### config.mk
export PLATFORM = sky130hd
export DESIGN_NAME = tso_store_queue
export DESIGN_NICKNAME = d
export VERILOG_FILES = /design/src/rtl/tso_sq_pkg.sv /design/src/rtl/sq_entry_store.sv /design/src/rtl/sq_fwd_search.sv /design/src/rtl/sq_port_arb.sv /design/src/rtl/tso_store_queue.sv
export SDC_FILE = /design/constraint.sdc
export NUM_CORES = 1
export LEC_CHECK = 0
export BUFFER_PORTS_ARGS = -buffer_cell sky130_fd_sc_hd__buf_4
export CAP_MARGIN = 20
export CORE_ASPECT_RATIO = 1.25
export CORE_MARGIN = 1
export CORE_UTILIZATION = 50
export DETAILED_ROUTE_END_ITERATION = 12
export PLACE_DENSITY = 0.68
export SYNTH_ARGS = -nofsm -noshare
export SYNTH_HDL_FRONTEND = slang
export SYNTH_SLANG_ARGS = --single-unit
export TNS_END_PERCENT = 5
### constraint.sdc
create_clock -name clk -period 7.95 [get_ports clk]
set_input_delay 1.59 -clock clk [delete_from_list [all_inputs] [get_ports clk]]
set_output_delay 1.59 -clock clk [all_outputs]
set_load 0.1 [all_outputs]
### src/rtl/tso_sq_pkg.sv
package tso_sq_pkg;

  // which requester owns the memory port in a given cycle
  typedef enum logic {
    PORT_LOAD  = 1'b0,
    PORT_DRAIN = 1'b1
  } port_sel_e;

endpackage

### src/rtl/sq_entry_store.sv
module sq_entry_store #(
  parameter int DEPTH = 8,
  parameter int AW    = 16,
  parameter int DW    = 32,
  parameter int PW    = 3,
  parameter int CW    = 4
) (
  input  logic                       clk,
  input  logic                       rst_n,
  input  logic                       push,
  input  logic [AW-1:0]              push_addr,
  input  logic [DW-1:0]              push_data,
  input  logic                       pop,
  output logic [DEPTH-1:0][AW-1:0]   ent_addr,
  output logic [DEPTH-1:0][DW-1:0]   ent_data,
  output logic [PW-1:0]              head_ptr,
  output logic [CW-1:0]              count,
  output logic                       full,
  output logic                       empty
);

  logic [PW-1:0] wr_q, wr_d;
  logic [PW-1:0] rd_q, rd_d;
  logic [CW-1:0] cnt_q, cnt_d;
  logic [DEPTH-1:0][AW-1:0] addr_q;
  logic [DEPTH-1:0][DW-1:0] data_q;

  always_comb begin
    wr_d  = wr_q;
    rd_d  = rd_q;
    cnt_d = cnt_q;
    if (push) wr_d = wr_q + PW'(1);
    if (pop)  rd_d = rd_q + PW'(1);
    case ({push, pop})
      2'b10:   cnt_d = cnt_q + CW'(1);
      2'b01:   cnt_d = cnt_q - CW'(1);
      default: cnt_d = cnt_q;
    endcase
  end

  always_ff @(posedge clk or negedge rst_n) begin
    if (!rst_n) begin
      wr_q  <= '0;
      rd_q  <= '0;
      cnt_q <= '0;
    end else begin
      wr_q  <= wr_d;
      rd_q  <= rd_d;
      cnt_q <= cnt_d;
    end
  end

  // payload storage carries no reset; occupancy decides validity
  always_ff @(posedge clk) begin
    if (push) begin
      addr_q[wr_q] <= push_addr;
      data_q[wr_q] <= push_data;
    end
  end

  assign ent_addr = addr_q;
  assign ent_data = data_q;
  assign head_ptr = rd_q;
  assign count    = cnt_q;
  assign full     = (cnt_q == CW'(DEPTH));
  assign empty    = (cnt_q == '0);

  a_r6_no_overflow: assert property (@(posedge clk) disable iff (!rst_n)
    push |-> (cnt_q < CW'(DEPTH)));

  a_r1_pop_from_occupied: assert property (@(posedge clk) disable iff (!rst_n)
    pop |-> (cnt_q != '0));

endmodule

### src/rtl/sq_fwd_search.sv
module sq_fwd_search #(
  parameter int DEPTH = 8,
  parameter int AW    = 16,
  parameter int DW    = 32,
  parameter int PW    = 3,
  parameter int CW    = 4
) (
  input  logic [DEPTH-1:0][AW-1:0] ent_addr,
  input  logic [DEPTH-1:0][DW-1:0] ent_data,
  input  logic [PW-1:0]            head_ptr,
  input  logic [CW-1:0]            count,
  input  logic [AW-1:0]            look_addr,
  output logic                     hit,
  output logic [DW-1:0]            hit_data
);

  logic [PW-1:0] idx;
  logic [PW-1:0] sel;

  // walk from oldest to youngest; a later match overrides an earlier one
  always_comb begin
    hit = 1'b0;
    sel = head_ptr;
    idx = head_ptr;
    for (int k = 0; k < DEPTH; k++) begin
      idx = head_ptr + PW'(k);
      if ((CW'(k) < count) && (ent_addr[idx] == look_addr)) begin
        hit = 1'b1;
        sel = idx;
      end
    end
    hit_data = ent_data[sel];
  end

endmodule

### src/rtl/sq_port_arb.sv
module sq_port_arb
  import tso_sq_pkg::*;
#(
  parameter int AW = 16,
  parameter int DW = 32
) (
  input  logic          clk,
  input  logic          rst_n,
  input  logic          ld_valid,
  input  logic [AW-1:0] ld_addr,
  input  logic          ld_hit,
  input  logic [DW-1:0] ld_hit_data,
  input  logic          fence_valid,
  input  logic          q_empty,
  input  logic [AW-1:0] head_addr,
  input  logic [DW-1:0] head_data,
  output logic          ld_ready,
  output logic          ld_rsp_valid,
  output logic [DW-1:0] ld_rsp_data,
  output logic          drain,
  output logic          mem_req_valid,
  input  logic          mem_req_ready,
  output logic          mem_req_we,
  output logic [AW-1:0] mem_req_addr,
  output logic [DW-1:0] mem_req_wdata,
  input  logic          mem_rsp_valid,
  input  logic [DW-1:0] mem_rsp_rdata
);

  port_sel_e     sel;
  logic          ld_open;
  logic          ld_miss_req;
  logic          ld_take;
  logic          fwd_take;
  logic          miss_take;
  logic          busy_q, busy_d;
  logic          rsp_v_q, rsp_v_d;
  logic [DW-1:0] rsp_d_q, rsp_d_d;
  logic          rsp_en;

  // a waiting fence shuts the load path, which leaves the port to drains
  assign ld_open     = !fence_valid && !busy_q;
  assign ld_miss_req = ld_valid && ld_open && !ld_hit;
  assign ld_ready    = ld_open && (ld_hit || mem_req_ready);
  assign ld_take     = ld_valid && ld_ready;
  assign fwd_take    = ld_take && ld_hit;
  assign miss_take   = ld_take && !ld_hit;

  always_comb begin
    sel           = ld_miss_req ? PORT_LOAD : PORT_DRAIN;
    mem_req_valid = ld_miss_req || !q_empty;
    mem_req_we    = (sel == PORT_DRAIN);
    mem_req_addr  = (sel == PORT_LOAD) ? ld_addr : head_addr;
    mem_req_wdata = head_data;
    drain         = (sel == PORT_DRAIN) && !q_empty && mem_req_ready;
  end

  always_comb begin
    busy_d = busy_q;
    if (miss_take)          busy_d = 1'b1;
    else if (mem_rsp_valid) busy_d = 1'b0;
    rsp_v_d = fwd_take || (busy_q && mem_rsp_valid);
    rsp_en  = rsp_v_d;
    rsp_d_d = fwd_take ? ld_hit_data : mem_rsp_rdata;
  end

  always_ff @(posedge clk or negedge rst_n) begin
    if (!rst_n) begin
      busy_q  <= 1'b0;
      rsp_v_q <= 1'b0;
    end else begin
      busy_q  <= busy_d;
      rsp_v_q <= rsp_v_d;
    end
  end

  always_ff @(posedge clk) begin
    if (rsp_en) rsp_d_q <= rsp_d_d;
  end

  assign ld_rsp_valid = rsp_v_q;
  assign ld_rsp_data  = rsp_d_q;

  a_r3_fwd_no_read: assert property (@(posedge clk) disable iff (!rst_n)
    (ld_valid && ld_ready && ld_hit) |-> !(mem_req_valid && !mem_req_we && mem_req_ready));

  a_r12_rsp_follows: assert property (@(posedge clk) disable iff (!rst_n)
    (busy_q && mem_rsp_valid) |=> ld_rsp_valid);

  a_r12_blocked_while_busy: assert property (@(posedge clk) disable iff (!rst_n)
    $past(ld_valid && ld_ready && !ld_hit) |-> !ld_ready);

endmodule

### src/rtl/tso_store_queue.sv
module tso_store_queue #(
  parameter int DEPTH  = 8,
  parameter int ADDR_W = 16,
  parameter int DATA_W = 32
) (
  input  logic                       clk,
  input  logic                       rst_n,
  input  logic                       st_valid,
  output logic                       st_ready,
  input  logic [ADDR_W-1:0]          st_addr,
  input  logic [DATA_W-1:0]          st_data,
  input  logic                       ld_valid,
  output logic                       ld_ready,
  input  logic [ADDR_W-1:0]          ld_addr,
  output logic                       ld_rsp_valid,
  output logic [DATA_W-1:0]          ld_rsp_data,
  input  logic                       fence_valid,
  output logic                       fence_ready,
  output logic [$clog2(DEPTH+1)-1:0] occupancy,
  output logic                       mem_req_valid,
  input  logic                       mem_req_ready,
  output logic                       mem_req_we,
  output logic [ADDR_W-1:0]          mem_req_addr,
  output logic [DATA_W-1:0]          mem_req_wdata,
  input  logic                       mem_rsp_valid,
  input  logic [DATA_W-1:0]          mem_rsp_rdata
);

  localparam int PTR_W = $clog2(DEPTH);
  localparam int CNT_W = $clog2(DEPTH+1);

  logic [DEPTH-1:0][ADDR_W-1:0] ent_addr;
  logic [DEPTH-1:0][DATA_W-1:0] ent_data;
  logic [PTR_W-1:0]             head_ptr;
  logic [CNT_W-1:0]             count;
  logic                         q_full;
  logic                         q_empty;
  logic                         push;
  logic                         drain;
  logic                         fwd_hit;
  logic [DATA_W-1:0]            fwd_data;

  assign st_ready    = !q_full && !fence_valid;
  assign push        = st_valid && st_ready;
  assign fence_ready = q_empty;
  assign occupancy   = count;

  sq_entry_store #(
    .DEPTH(DEPTH), .AW(ADDR_W), .DW(DATA_W), .PW(PTR_W), .CW(CNT_W)
  ) u_store (
    .clk       (clk),
    .rst_n     (rst_n),
    .push      (push),
    .push_addr (st_addr),
    .push_data (st_data),
    .pop       (drain),
    .ent_addr  (ent_addr),
    .ent_data  (ent_data),
    .head_ptr  (head_ptr),
    .count     (count),
    .full      (q_full),
    .empty     (q_empty)
  );

  sq_fwd_search #(
    .DEPTH(DEPTH), .AW(ADDR_W), .DW(DATA_W), .PW(PTR_W), .CW(CNT_W)
  ) u_search (
    .ent_addr  (ent_addr),
    .ent_data  (ent_data),
    .head_ptr  (head_ptr),
    .count     (count),
    .look_addr (ld_addr),
    .hit       (fwd_hit),
    .hit_data  (fwd_data)
  );

  sq_port_arb #(
    .AW(ADDR_W), .DW(DATA_W)
  ) u_arb (
    .clk           (clk),
    .rst_n         (rst_n),
    .ld_valid      (ld_valid),
    .ld_addr       (ld_addr),
    .ld_hit        (fwd_hit),
    .ld_hit_data   (fwd_data),
    .fence_valid   (fence_valid),
    .q_empty       (q_empty),
    .head_addr     (ent_addr[head_ptr]),
    .head_data     (ent_data[head_ptr]),
    .ld_ready      (ld_ready),
    .ld_rsp_valid  (ld_rsp_valid),
    .ld_rsp_data   (ld_rsp_data),
    .drain         (drain),
    .mem_req_valid (mem_req_valid),
    .mem_req_ready (mem_req_ready),
    .mem_req_we    (mem_req_we),
    .mem_req_addr  (mem_req_addr),
    .mem_req_wdata (mem_req_wdata),
    .mem_rsp_valid (mem_rsp_valid),
    .mem_rsp_rdata (mem_rsp_rdata)
  );

  a_r9_fence_blocks_core: assert property (@(posedge clk) disable iff (!rst_n)
    (fence_valid && !fence_ready) |-> (!st_ready && !ld_ready));

  a_r9_fence_only_drains: assert property (@(posedge clk) disable iff (!rst_n)
    (fence_valid && mem_req_valid) |-> mem_req_we);

  a_r6_full_stalls_store: assert property (@(posedge clk) disable iff (!rst_n)
    (occupancy == CNT_W'(DEPTH)) |-> !st_ready);

  a_r1_write_needs_entry: assert property (@(posedge clk) disable iff (!rst_n)
    (mem_req_valid && mem_req_we) |-> (occupancy != '0));

endmodule

==> results of run 1 <==
[power breakdown]
| part | switching [W] | total, W | internal (W) |
|---|---|---|---|
| logic | 0.00549 | 0.00864 | 0.00315 |
| clock network | 0.000870 | 0.00198 | 0.00111 |
| registers | 0.000213 | 0.00289 | 0.00268 |
[worst max-delay path by stage]
stage                     depth (start not counted)  slack, ps                 from          endpoint
after CTS                                        14        770  u_store.head_ptr[2]  mem_req_addr[15]
final                                            14        730  u_store.head_ptr[2]  mem_req_addr[15]
after detailed placement                         16       1380  u_store.head_ptr[0]  mem_req_addr[15]
after global routing                             16        360  u_store.head_ptr[0]  mem_req_addr[15]
after floorplan                                  22       -490  u_store.head_ptr[0]   mem_req_addr[1]
after global placement                           14       1370          ld_addr[13]  mem_req_addr[15]
[cell usage after synthesis (5+ instances only)]
cell type,instances
mux2_2,102
o22ai_1,76
nand4_1,16
buf_6,26
nor3_1,19
buf_2,38
nand4b_1,5
or3_1,6
nand2_1,161
nand2b_1,9
mux2i_1,141
buf_4,19
mux4_2,204
mux2_1,46
o21ai_0,19
buf_1,24
clkbuf_1,28
nand3_1,25
ha_1,7
xor2_1,6
a22oi_1,6
xnor2_1,150
and2_1,5
dfrtp_1,12
nor4_1,9
a31oi_1,8
inv_1,17
nor2_1,50
a21oi_1,34
o31ai_2,30
edfxtp_1,416
[cell type report]
class | instances | area (um^2)
Fill cell | 4158 | 22100
Sequential cell | 428 | 12800
Multi-Input combinational cell | 1232 | 12700
Timing Repair Buffer | 235 | 1810
Clock buffer | 58 | 1220
Tap cell | 665 | 832
Clock inverter | 19 | 158
Inverter | 24 | 90.1
Antenna cell | 1 | 2.50
[worst reg2reg max path, cell delays in order, from the launching register on]
cell and delay (ps):
dfrtp_4 1070, buf_4 500, mux2i_1 150, mux4_2 480, xnor2_1 170, a2111oi_1 610
nand4_1 300, nor2_1 310, a31oi_1 70, o41ai_1 410, o21a_1 260, nand3_2 720
buf_4 520, o22ai_1 200, o31ai_2 90
[per-stage QoR]
stage | total power (W) | area [um^2] | hold WS [ps] | setup TNS [ps] | std cells
5_1_grt | 0.0140 | 29600 | 590 | 0 | 2662
2_1_floorplan | 0.00941 | 26300 | 489 | -3470 | 1821
3_5_place_dp | 0.0115 | 28200 | 539 | 0 | 2582
4_1_cts | 0.0135 | 29600 | 554 | 0 | 2659
6_report | 0.0135 | 29600 | 559 | 0 | 2662
3_3_place_gp | 0.0115 | 28200 | 513 | 0 | 2582
[cell families (layout without fill, tap and decap cells)]
| group | after synthesis | count (layout) |
|---|---|---|
| flip-flops | 428 | 428 |
| other | 0 | 1 |
| adder cells (fa/ha/maj) | 7 | 7 |
| multiplexers | 493 | 493 |
| AND/OR/NAND/NOR | 337 | 337 |
| XOR/XNOR | 158 | 158 |
| AO/OA/AOI/OAI | 237 | 237 |
| buffers and inverters | 161 | 336 |
[layout by cell type, fill, tap and decap left out, drive strengths merged, types with 4 or more instances in the layout]
cell     count
nand3       27
o21ai       23
and3         4
nand2      161
dfrtp       12
buf        235
o2111ai      4
xor2         8
a221oi       5
clkbuf      58
o31ai       34
or2          6
edfxtp     416
a21oi       34
o21a         4
mux2       148
nor4        11
ha           7
mux2i      141
nor2        50
xnor2      150
a22oi        6
mux4       204
and2         5
nor3        20
nor2b        4
or3          6
inv         22
nand4       16
a2111oi      4
a31oi        8
nand2b       9
clkinv      19
o22ai       76
nand4b       5
[state kept, by name (all words and copies together) (netlist names)]
name,flops
u_store.ent_data,256
u_store.ent_addr,128
u_arb.ld_rsp_data,32
u_store.count,4
u_store.head_ptr,3
u_store.wr_q,3
u_arb.busy_q,1
u_arb.ld_rsp_valid,1
[metal layers]
| layer | part of all wire [%] | global-route usage (%) | wire (um) | vias up |
|---|---|---|---|---|
| met3 | 6.2 | 4.28 | 4960 | 175 |
| met2 | 51 | 51.6 | 40500 | 746 |
| li1 | - | - | - | 7576 |
| met4 | 4.7 | 14.1 | 3760 | 4 |
| met1 | 38 | 36.8 | 30400 | 9069 |
| met5 | 0.035 | 0 | 28 | - |
==> impl_metrics.ini, run 1 <==
[outcome]
status = finished, final reports clean

[timing]
rsz0062_at_grt = false
final.period_utilization_pct = 90.8
finalMaxSlewViolations = 0
fin_ws_ps = 730
worst_slew_pin_slew_ps = 1100
fmax_ghz = 0.139
max-slew-margin-rel_pct = 26.5
final.min_clock_period_ps = 7220
setup_viol = 0
hold_violations = 0
fin_skew_ps = 15.3

[die]
rows = 93
start_util_pct = 50.9
die_area_um2 = 53500
die_y_um = 258
die_x_um = 207
io_pins = 193
core_area_um2 = 51700

[power]
p_leak_nw = 10.2
p_per_area_nw_per_um2 = 457
peakVddDrop_v = 0.000377

[setup_path]
r2r_slack_ps = 1800
cp-end-kind = primary output
cp.arrival_ps = 5630
reg2reg_to = u_arb.ld_rsp_data[9]
critical_path_class = flop to primary output
critPathBufInv = 3
crit_slowest_cell = dfrtp_4
worstSetupStartpointType = flop
cp_top_family = simple AND/OR/NAND/NOR gates
cp.required_ps = 6360
r2r_cells = 14
critical_path.max_fanout = 53
slowest_delay_ps = 1070
crit_top_cell = buf_4
crit_chain = buf_4 > mux2i_1 > mux4_2 > xnor2_1 > nand2_1 > or4_4 > nor4_4 > or2_1 > nor3_1 > nand4_1 > buf_4 > nor2_1 > a21oi_1 > buf_4
r2r-start = u_store.head_ptr[2]

[hold_path]
hp-class = flop to flop
worstHoldStart = u_store.wr_q[0]
hold_end = u_store.wr_q[0]
hold_depth = 2

[synth]
syn_area_um2 = 26300
postSynth.asyncResetShare_pct = 2.80
syn_area_per_cell_um2 = 14.4
syn_nets = 1931
ys_warn_count = 0
synth_top_area_cell = edfxtp_1
ys.flop_type = edfxtp_1
synth_simple_gate_area_share_pct = 6.14
synth_area_leaders = edfxtp_1, mux4_2, mux2i_1
synth_xor_xnor_area_share_pct = 5.32
muxShareOfSynthArea_pct = 29.2
ys_seq_elements = 428
syn_inst = 1821
synth-compound-area-share_pct = 6.75
yosysSeqAreaShare_pct = 48.7
synthAdderAreaFrac_pct = 0.333
synth-edff-count = 416
synth_top_family_by_area = multiplexers
synth_top_cell_area_share_pct = 47.5
synth_cell_type_count = 86

[detailed_routing]
viasPerCell = 6.60
drc = 0
drt-pass1-iter-count = 8
routedWlPerCell_um = 29.9
vias = 17600
drt-total-wl_mm = 79.7
drt_iter0_drc = 1528
antenna_left = 0

[cells_and_area]
drive_above_1_share_pct = 33.6
fin_nets = 2075
area_growth_pct = 12.7
final_core_util_pct = 57.3

[global_route]
grt_max_degree = 129
antenna_found_initial = 3
grt_pass1_wl_mm = 117
grt_pass1_vias = 17800
gr-total-overflow = 0
grt_usage_pct = 29.7

[clock_network]
clk_pin_slew_ps = 60
root_buffer = clkbuf_16
cts.path.max_buffers = 3
clk_latency_ps = 580
cts_tree = done
ctsHtreeMaxLevel = 2
cts_hold_buf = 0
postCtsSetupBuffers = 0
cts_resized = 0
cts_sinks = 428
cts_inserted_buffers = 44

[place]
io_buffers = 192
hpwl_mm = 52.5
gp_congestion = 1.02
post-place-ws_ps = 1380

[run]
drv_cap = 0
Note: power is estimated with default switching activity, not from simulation.
==> inputs of run 2 (changes only) <==
--- a/config.mk
+++ b/config.mk
@@ -8,7 +8,7 @@
 export BUFFER_PORTS_ARGS = -buffer_cell sky130_fd_sc_hd__buf_4
 export CAP_MARGIN = 20
 export CORE_ASPECT_RATIO = 1.25
-export CORE_MARGIN = 1
+export CORE_MARGIN = 1.5
 export CORE_UTILIZATION = 50
 export DETAILED_ROUTE_END_ITERATION = 12
 export PLACE_DENSITY = 0.68
==> impl_metrics.ini, run 2 (synthesis results as in run 1) <==
[detailed_routing]
routedWlPerCell_um = 30.3
drt-total-wl_mm = 80.3
drc = 0
antenna_left = 0
drt_iter0_drc = 1800
drt-pass1-iter-count = 5
vias = 17600
viasPerCell = 6.63

[setup_path]
cp-end-kind = primary output
worstSetupStartpointType = flop
cp.required_ps = 6360
critical_path.max_fanout = 36
cp.arrival_ps = 5770
critical_path_class = flop to primary output

[power]
p_leak_nw = 10.1
p_per_area_nw_per_um2 = 459
power_w = 0.0136
peakVddDrop_v = 0.000401

[die]
die_area_um2 = 53900
io_pins = 193
rows = 93
die_x_um = 208
start_util_pct = 50.7
core_area_um2 = 51800
die_y_um = 259

[timing]
timing.hold.ws_ps = 536
worst_slew_pin_slew_ps = 1140
max-slew-margin-rel_pct = 23.4
finalMaxSlewViolations = 0
setup_viol = 0
fin_skew_ps = 17.8
final.period_utilization_pct = 92.6
fmax_ghz = 0.136
rsz0062_at_grt = false
final.min_clock_period_ps = 7360
hold_violations = 0

[clock_network]
cts_resized = 0
root_buffer = clkbuf_16
clk_pin_slew_ps = 50
cts_sinks = 428
cts_tree = done
clk_latency_ps = 580
cts.path.max_buffers = 3
cts_inserted_buffers = 44
ctsHtreeMaxLevel = 2
cts_hold_buf = 0
postCtsSetupBuffers = 0

[global_route]
antenna_found_initial = 2
grt_max_degree = 142
gr-total-overflow = 0
grt_usage_pct = 29.8
grt_pass1_wl_mm = 118
grt_pass1_vias = 18100

[cells_and_area]
final_common_cell = edfxtp_1
final_core_util_pct = 57.1
nFillCells = 4109
fin_nets = 2067
multi_input_area_um2 = 12700
area_growth_pct = 12.5
stdcell_count = 2652
layout_common_cells = edfxtp_1, buf_4, mux4_2
seq_area_um2 = 12800
n_antenna_cell = 0
drive_above_1_share_pct = 33.1
largest_register_ffs = 256

[hold_path]
hp-class = flop to flop

[place]
gp_congestion = 1.03
hpwl_mm = 53.1
dpl.cell_count = 2576
io_buffers = 192

[outcome]
status = finished, final reports clean

[run]
drv_cap = 0
-- run 2: cell count changes in the layout (fill, tap and decap cells not counted), sizes merged --
| cell | change |
|---|---|
| buf | -8 |
| bufinv | +2 |
| clkbuf | -2 |
| clkinv | -1 |
| clkinvlp | -1 |
| diode | -1 |
| inv | +1 |
-- run 2: worst paths after layout --
path,depth (start not counted),startpoint,slack (ps),endpoint
worst max-delay path,15,u_store.head_ptr[0],590,mem_req_addr[15]
worst min-delay path,2,u_store.wr_q[0],540,u_store.wr_q[0]
worst max register to register,13,u_store.head_ptr[0],1510,u_arb.ld_rsp_data[27]
worst min register to register,2,u_store.wr_q[0],540,u_store.wr_q[0]
max in group asynchronous,1,rst_n,6910,u_store.head_ptr[0]
min in group asynchronous,1,rst_n,850,u_arb.ld_rsp_valid
-- run 2: critical path, cell delays in order (launching register included) --
cell,delay [ps]
dfrtp_4,720
inv_2,110
ha_4,690
buf_4,390
mux4_2,400
xnor2_1,330
and4_1,250
a31oi_1,60
or3_1,380
nor3_1,560
a2111oi_2,140
nand4_1,130
buf_4,430
nor2_1,70
a21oi_1,180
buf_4,320
-- run 2: metal layers --
metal / vias up / routed length (um) / GRT usage [%]
met5: - / 31 / 0
met2: 716 / 41000 / 52.2
met3: 151 / 5450 / 5.18
li1: 7571 / - / -
met1: 9149 / 30300 / 36.3
met4: 4 / 3490 / 12.9
-- run 2: area by class of cell --
type                            instances  area share [%]
Clock inverter                         20           0.715
Sequential cell                       428            43.3
Clock buffer                           56            3.88
Timing Repair Buffer                  227            6.02
Inverter                               24           0.305
Multi-Input combinational cell       1232            43.0
Tap cell                              665            2.81
-- run 2: where the power goes --
group	leakage, nW	switching [W]	internal (W)
combinational	5.55	0.00550	0.00315
sequential	3.90	0.000238	0.00267
clock	0.658	0.000866	0.00112
-- run 2: stage by stage --
step / setup WS (ps) / instance area (um^2) / setup TNS, ps
floorplan: -492 / 26300 / -3470
global placement: 1210 / 28200 / 0
detailed placement: 1150 / 28200 / 0
CTS: 526 / 29600 / 0
global route: 204 / 29600 / 0
finish: 592 / 29600 / 0
